==> src/rtl/seqcfg_pkg.sv <==
package seqcfg_pkg;

    // Decision taken for the commit presented in the current cycle
    typedef enum logic [1:0] {
        CM_NONE    = 2'd0,
        CM_INSERT  = 2'd1,
        CM_REPLACE = 2'd2
    } cm_op_e;

    function automatic cm_op_e decide_op(input logic strobe,
                                         input logic long_enough,
                                         input logic already_cached);
        if (!strobe || !long_enough) return CM_NONE;
        if (already_cached)          return CM_REPLACE;
        return CM_INSERT;
    endfunction

endpackage

==> src/rtl/seqcfg_match.sv <==
module seqcfg_match #(
    parameter int PC_W  = 32,
    parameter int DEPTH = 8,
    localparam int IDX_W = (DEPTH > 1) ? $clog2(DEPTH) : 1
) (
    input  logic [PC_W-1:0]              key,
    input  logic [DEPTH-1:0]             vld,
    input  logic [DEPTH-1:0][PC_W-1:0]   tags,
    output logic [DEPTH-1:0]             match_vec,
    output logic                         hit,
    output logic [IDX_W-1:0]             idx
);

    for (genvar g = 0; g < DEPTH; g++) begin : g_cmp
        assign match_vec[g] = vld[g] && (tags[g] == key);
    end

    always_comb begin
        idx = '0;
        for (int i = 0; i < DEPTH; i++) begin
            if (match_vec[i]) idx = IDX_W'(i);
        end
    end

    assign hit = |match_vec;

endmodule

==> src/rtl/seqcfg_victim.sv <==
module seqcfg_victim #(
    parameter int DEPTH = 8,
    localparam int IDX_W = (DEPTH > 1) ? $clog2(DEPTH) : 1
) (
    input  logic             clk,
    input  logic             rst,
    input  logic             advance,
    output logic [IDX_W-1:0] ptr
);

    logic [IDX_W-1:0] ptr_d, ptr_q;

    always_comb begin
        ptr_d = ptr_q;
        if (advance) begin
            if (ptr_q == IDX_W'(DEPTH - 1)) ptr_d = '0;
            else                            ptr_d = ptr_q + 1'b1;
        end
        if (rst) ptr_d = '0;
    end

    always_ff @(posedge clk) begin
        ptr_q <= ptr_d;
    end

    assign ptr = ptr_q;

endmodule

==> src/rtl/seqcfg_store.sv <==
module seqcfg_store #(
    parameter int PC_W  = 32,
    parameter int CFG_W = 64,
    parameter int DEPTH = 8,
    localparam int IDX_W = (DEPTH > 1) ? $clog2(DEPTH) : 1
) (
    input  logic                          clk,
    input  logic                          rst,
    input  logic                          we,
    input  logic [IDX_W-1:0]              widx,
    input  logic [PC_W-1:0]               wtag,
    input  logic [CFG_W-1:0]              wcfg,
    input  logic [PC_W-1:0]               wres,
    output logic [DEPTH-1:0]              vld,
    output logic [DEPTH-1:0][PC_W-1:0]    tags,
    output logic [DEPTH-1:0][CFG_W-1:0]   cfgs,
    output logic [DEPTH-1:0][PC_W-1:0]    ress
);

    typedef struct packed {
        logic [DEPTH-1:0]             vld;
        logic [DEPTH-1:0][PC_W-1:0]   tag;
        logic [DEPTH-1:0][CFG_W-1:0]  cfg;
        logic [DEPTH-1:0][PC_W-1:0]   res;
    } store_t;

    store_t st_d, st_q;

    always_comb begin
        st_d = st_q;
        if (we) begin
            st_d.vld[widx] = 1'b1;
            st_d.tag[widx] = wtag;
            st_d.cfg[widx] = wcfg;
            st_d.res[widx] = wres;
        end
        if (rst) st_d.vld = '0;
    end

    always_ff @(posedge clk) begin
        st_q <= st_d;
    end

    assign vld  = st_q.vld;
    assign tags = st_q.tag;
    assign cfgs = st_q.cfg;
    assign ress = st_q.res;


    written_slot_valid_chk: assert property (@(posedge clk) disable iff (rst)
        we |=> vld[$past(widx)]);

endmodule

==> src/rtl/seqcfg_cache.sv <==
module seqcfg_cache
    import seqcfg_pkg::*;
#(
    parameter int PC_W    = 32,
    parameter int CFG_W   = 64,
    parameter int DEPTH   = 8,
    parameter int LEN_W   = 6,
    parameter int MIN_LEN = 4,
    localparam int IDX_W  = (DEPTH > 1) ? $clog2(DEPTH) : 1
) (
    input  logic             clk,
    input  logic             rst,
    input  logic [PC_W-1:0]  lk_pc,
    output logic             lk_hit,
    output logic [CFG_W-1:0] lk_cfg,
    output logic [PC_W-1:0]  lk_resume,
    input  logic             cm_valid,
    input  logic [PC_W-1:0]  cm_pc,
    input  logic [LEN_W-1:0] cm_len,
    input  logic [CFG_W-1:0] cm_cfg,
    input  logic [PC_W-1:0]  cm_resume
);

    logic [DEPTH-1:0]             vld;
    logic [DEPTH-1:0][PC_W-1:0]   tags;
    logic [DEPTH-1:0][CFG_W-1:0]  cfgs;
    logic [DEPTH-1:0][PC_W-1:0]   ress;

    logic [DEPTH-1:0] lk_vec, cm_vec;
    logic             lk_match, cm_match;
    logic [IDX_W-1:0] lk_idx, cm_idx, fifo_ptr, wr_idx;
    logic             long_run;
    cm_op_e           op;

    seqcfg_match #(.PC_W(PC_W), .DEPTH(DEPTH)) u_lk_match (
        .key(lk_pc), .vld(vld), .tags(tags),
        .match_vec(lk_vec), .hit(lk_match), .idx(lk_idx)
    );

    seqcfg_match #(.PC_W(PC_W), .DEPTH(DEPTH)) u_cm_match (
        .key(cm_pc), .vld(vld), .tags(tags),
        .match_vec(cm_vec), .hit(cm_match), .idx(cm_idx)
    );

    always_comb begin
        long_run = (cm_len >= LEN_W'(MIN_LEN));
        op       = decide_op(cm_valid, long_run, cm_match);
        wr_idx   = (op == CM_REPLACE) ? cm_idx : fifo_ptr;
    end

    seqcfg_victim #(.DEPTH(DEPTH)) u_victim (
        .clk(clk), .rst(rst), .advance(op == CM_INSERT), .ptr(fifo_ptr)
    );

    seqcfg_store #(.PC_W(PC_W), .CFG_W(CFG_W), .DEPTH(DEPTH)) u_store (
        .clk(clk), .rst(rst), .we(op != CM_NONE), .widx(wr_idx),
        .wtag(cm_pc), .wcfg(cm_cfg), .wres(cm_resume),
        .vld(vld), .tags(tags), .cfgs(cfgs), .ress(ress)
    );

    always_comb begin
        lk_hit    = lk_match;
        lk_cfg    = '0;
        lk_resume = '0;
        if (lk_match) begin
            lk_cfg    = cfgs[lk_idx];
            lk_resume = ress[lk_idx];
        end
    end


    reset_clears_chk: assert property (@(posedge clk)
        rst |=> (vld == '0) && (fifo_ptr == '0));


    lookup_unique_chk: assert property (@(posedge clk) disable iff (rst)
        $onehot0(lk_vec));


    commit_unique_chk: assert property (@(posedge clk) disable iff (rst)
        $onehot0(cm_vec));


    short_commit_ignored_chk: assert property (@(posedge clk) disable iff (rst)
        (cm_valid && !long_run) |=> $stable(vld) && $stable(fifo_ptr));


    replace_holds_ptr_chk: assert property (@(posedge clk) disable iff (rst)
        (cm_valid && long_run && cm_match) |=> $stable(fifo_ptr));


    insert_moves_ptr_chk: assert property (@(posedge clk) disable iff (rst)
        (cm_valid && long_run && !cm_match) |=>
            fifo_ptr == (($past(fifo_ptr) == IDX_W'(DEPTH - 1)) ? '0 : $past(fifo_ptr) + 1'b1));


    miss_zero_chk: assert property (@(posedge clk) disable iff (rst)
        !lk_hit |-> (lk_cfg == '0) && (lk_resume == '0));

endmodule

==> config.mk <==
export PLATFORM = sky130hd
export DESIGN_NAME = seqcfg_cache
export DESIGN_NICKNAME = d
export VERILOG_FILES = /design/src/rtl/seqcfg_pkg.sv /design/src/rtl/seqcfg_match.sv /design/src/rtl/seqcfg_victim.sv /design/src/rtl/seqcfg_store.sv /design/src/rtl/seqcfg_cache.sv
export SDC_FILE = /design/constraint.sdc
export NUM_CORES = 2
export LEC_CHECK = 0
export BUFFER_PORTS_ARGS = -buffer_cell sky130_fd_sc_hd__buf_4
export CAP_MARGIN = 20
export CORE_UTILIZATION = 50
export CTS_CLUSTER_SIZE = 14
export DETAILED_ROUTE_END_ITERATION = 12
export PLACE_DENSITY = 0.68
export SETUP_SLACK_MARGIN = 0.02
export SYNTH_ARGS = -nofsm -noshare
export SYNTH_HDL_FRONTEND = slang
export SYNTH_HIERARCHICAL = 1
export SYNTH_SLANG_ARGS = --single-unit
==> constraint.sdc <==
create_clock -name clk -period 19.9 [get_ports clk]
set_input_delay 1.99 -clock clk [delete_from_list [all_inputs] [get_ports clk]]
set_output_delay 1.99 -clock clk [all_outputs]
set_load 0.01 [all_outputs]
==> summary.md <==
| Metric | Value |
|---|---|
| Outcome | finished, final reports clean |
| Netlist cell types | between 40 and 50 |
| Max-slew headroom | 25.15% |
| Die Wd | 299.4 microns |
| R2R setup slack | 14.09 ns |
| Worst-Skew Late Latency | a little under 0.7 ns |
| Htree depth | 3 |
| Post-place setup slack | 9.646 ns |
| Crit path max-delay family | buffers and inverters |
| Via-to-Cell Ratio | 5.869 |
| Fin Clk Skew | 0.04695 ns |
| Post-route ant nets | 0 |
| Worst slew pin tran | 1.123 ns |
| Pin count of the biggest net entering global routing | 82 |
| Area Growth Syn to Fin | 13.71% |
| Syn Std Cell Area | between 40000 and 50000 sq um |
| Hold crit path type | flop to flop |
| Num CTS Buffers | around 110 |
| Core ar. | 87160 sq um |
| Root Buffer | clkbuf_16 |
| Row cnt | 108 |
| Hold_ws | slightly below 0.5 ns |
| Nature of the critical path startpoint | primary input |
| PD cells | 91.17 nW/um^2 |
| Worst setup margin | 9.738 ns |
| Worst vdd ir | ~0.077 mV |
| Avg Synthesized Cell Area | 17.38 sq um |
| Largest family of logic cells by synthesized area | XOR/XNOR gates |
| TritonCTS clock tree | built |
| Slew Limit Fails | 0 |
| Setup TNS | 0 ns |
| XOR/XNOR share of the synthesized area | 9.899% |
| Die area | between 80000 and 90000 sq um |
| Via count | 23680 |
| GPL Wtd Cong | between 0.8 and 0.9 |
| Clock slew at reported path FFs | 0.06 ns |
| Ys flop type | edfxtp_1 |
| Wire length per cell | 27.05 microns |
| Global-route wire length before repair | 159500 microns |
| Buf/Inv on CP | 6 |
| Critical path type | primary input to output pin |
| RSZ-0062 raised after global routing | false |
| CTS Sinks | 1035 |
| Critical path capture point type | output pin |
| Final Hold Fails | 0 |
| Die height | around 300 microns |
| Post-route DRC | 0 |
| # port buffers | 263 |
| Cells after Synth | 2545 |
| EDFF count, synth | 1024 |
| Hold_buf cts | 0 |
| CP max-delay cell | buf_4 |
| Grt ovf | 0 |
| Final net count | slightly below 3000 |
| Vias in the first global route | roughly 25000 |
| Crit-path cells | buf_4, xor2_1, nor4_1, nand3_1, nor3_1, nor2_1, nand2_4, buf_4, buf_4, buf_4, mux4_2, inv_1, a221oi_1, buf_4 |
| Seq/Total Area, Yosys | between 70% and 80% |
| Final setup viols | 0 |
| Complex-gate fraction of the synthesized area | 4.056% |
| Mapped Nets | 2716 |
| DR iter-0 viols | 2078 |
| Post-synthesis simple-gate area fraction | 2.987% |
| Initial core utilization | 50.76% |
| Io pins | 266 |
| First-pass iteration count of the detailed router | 8 |
| Final worst path period share | 51.07% |
| Hold_sp | u_store/vld[0]$_SDFFE_PP0P_ |
| Setup crit start | lk_pc[16] |
| Yosys reg bits | 1035 |
| Max-cap violation count | 0 |
| Adder-Cell Fraction of Synth Area | 0.05657% |
| Resize count post-CTS | 0 |
| Origin of the critical flop-to-flop path | u_store/tags[8]$_DFFE_PP_ |
| Design Power | 0.004586 W |
| Max Clk Rate | 98.40 MHz |
| Most used cell, CP | buf_4 |
| CP peak stage delay | 0.93 ns |
| Synth warn | 6 |
| LEAKAGE | approximately 17 nW |
| Initial antenna violation count | 13 |
| Proportion of synthesized area in mux cells | 9.602% |
| Fin crit period | 10.16 ns |
| Asr flop ratio synth | 0% |
| Critical Path RT | 17.91 ns |
| Total GRT Usage | 24.33% |
| Setup bufs post-CTS | 0 |
| Max clock buf depth | 3 |
| Core Util, Final | between 50% and 60% |
| Hpwl dp | around 61000 microns |
| Total Wirelength | about 110000 microns |
| # fillers | 6574 |
| CP arrival | 8.17 ns |
| Crit-path max FO | 72 |
| Layout cell share with drive strength beyond 1 | between 20 and 25% |
## stage by stage
stage	std cells	area (sq um)
2_1_floorplan	2545	44240
3_3_place_gp	3837	46900
3_5_place_dp	3837	46900
4_1_cts	4031	50290
5_1_grt	4034	50300
6_report	4035	50300
## layer usage
metal / GRT usage, % / share of wire (%) / vias to the layer above / wire, microns
met5: 0 / 0.087 / - / 95
met4: 8.236 / 2.8 / 14 / 3098
met3: 5.277 / 7.8 / 195 / 8517
met2: 40.49 / 49 / 875 / 53620
met1: 31.77 / 40 / 12290 / 43810
li1: - / - / 10300 / -
## cell type report
class                   count  area [sq um]  share of cell area, %
repair buffers            286          2160                  4.293
flip-flops and latches   1035         30970                  61.57
clock buffers             126          2749                  5.465
diodes                      4         10.01                0.01990
clock inverters            68         640.6                  1.274
multi-input cells        1235         11820                  23.50
inverters                 126         508.0                  1.010
well taps                1155          1445                  2.873
## kinds of logic (layout without fill, tap and decap cells)
logic type / Yosys count / after routing
compound gates: 225 / 225
xor+xnor: 500 / 500
fa+ha+maj: 2 / 2
buf+inv: 275 / 606
flops: 1035 / 1035
mux: 292 / 292
other cells: 0 / 4
simple gates: 216 / 216
## synth_stat cells (all sizes together), types with 3 or more instances
library cell,instances,area [sq um]
or4,4,30.03
xnor2,78,683.2
or4b,3,30.03
nand4,34,212.7
xor2,422,3696
o21ai,98,490.5
edfxtp,1024,30750
nand2b,3,21.27
inv,124,465.5
nor3,22,132.6
nand2,5,18.77
dfxtp,11,220.2
nor4,100,625.6
mux2,99,1115
o22ai,4,25.02
mux4,96,2162
nand3,24,120.1
clkbuf,26,97.59
nand4b,3,26.28
nor2,12,47.55
o21bai,4,30.03
nand4bb,3,33.78
mux2i,97,970.9
a221oi,96,1097
a21oi,15,78.83
buf,123,929.7
## report_power, final
part           switching (W)  total [W]  internal, W
Combinational       0.000137   0.000209    0.0000719
Clock               0.000825    0.00192      0.00109
Sequential         0.0000141    0.00246      0.00244
## worst reg2reg max path: stages, from the launching register on
cell and delay, ns:
edfxtp_1 0.43, xnor2_1 0.19, nand4_1 0.24, nor4_1 0.86, nand4_1 0.26, nor4_1 0.43, or4b_1 0.22, nand2_1 0.11
mux2_2 0.38, or4b_1 0.64, inv_6 0.68, buf_4 0.91
## registers in the layout, summed over array words and instances (netlist names)
| register | cells |
|---|---|
| u_victim/ptr | 3 |
| u_store/vld | 8 |
| u_store/ress | 256 |
| u_store/cfgs | 512 |
| u_store/tags | 256 |
## layout by cell type (no fill, tap or decap), types with 10 or more instances in the layout
cell type and instances:
a221oi_1 55, edfxtp_1 1024, xor2_1 422, a221oi_2 41, nand3_1 24, clkinv_1 19
a21oi_1 14, mux2_2 99, xnor2_1 78, nor3_1 20, buf_4 285, nor2_1 10
clkbuf_1 19, inv_1 115, mux2i_1 97, nand4_1 34, nor4_1 100, mux4_2 96
dfxtp_1 11, clkbuf_16 107, clkinv_2 29, o21ai_0 98
## path summary, 6_finish.rpt
path,endpoint,cells past startpoint
worst min register to register,u_store/vld[0]$_SDFFE_PP0P_,2
worst max-delay path,lk_resume[13],14
worst min-delay path,u_store/vld[0]$_SDFFE_PP0P_,2
worst max register to register,u_store/cfgs[17]$_DFFE_PP_,11
No activity file was read; power rests on OpenSTA's default activity.
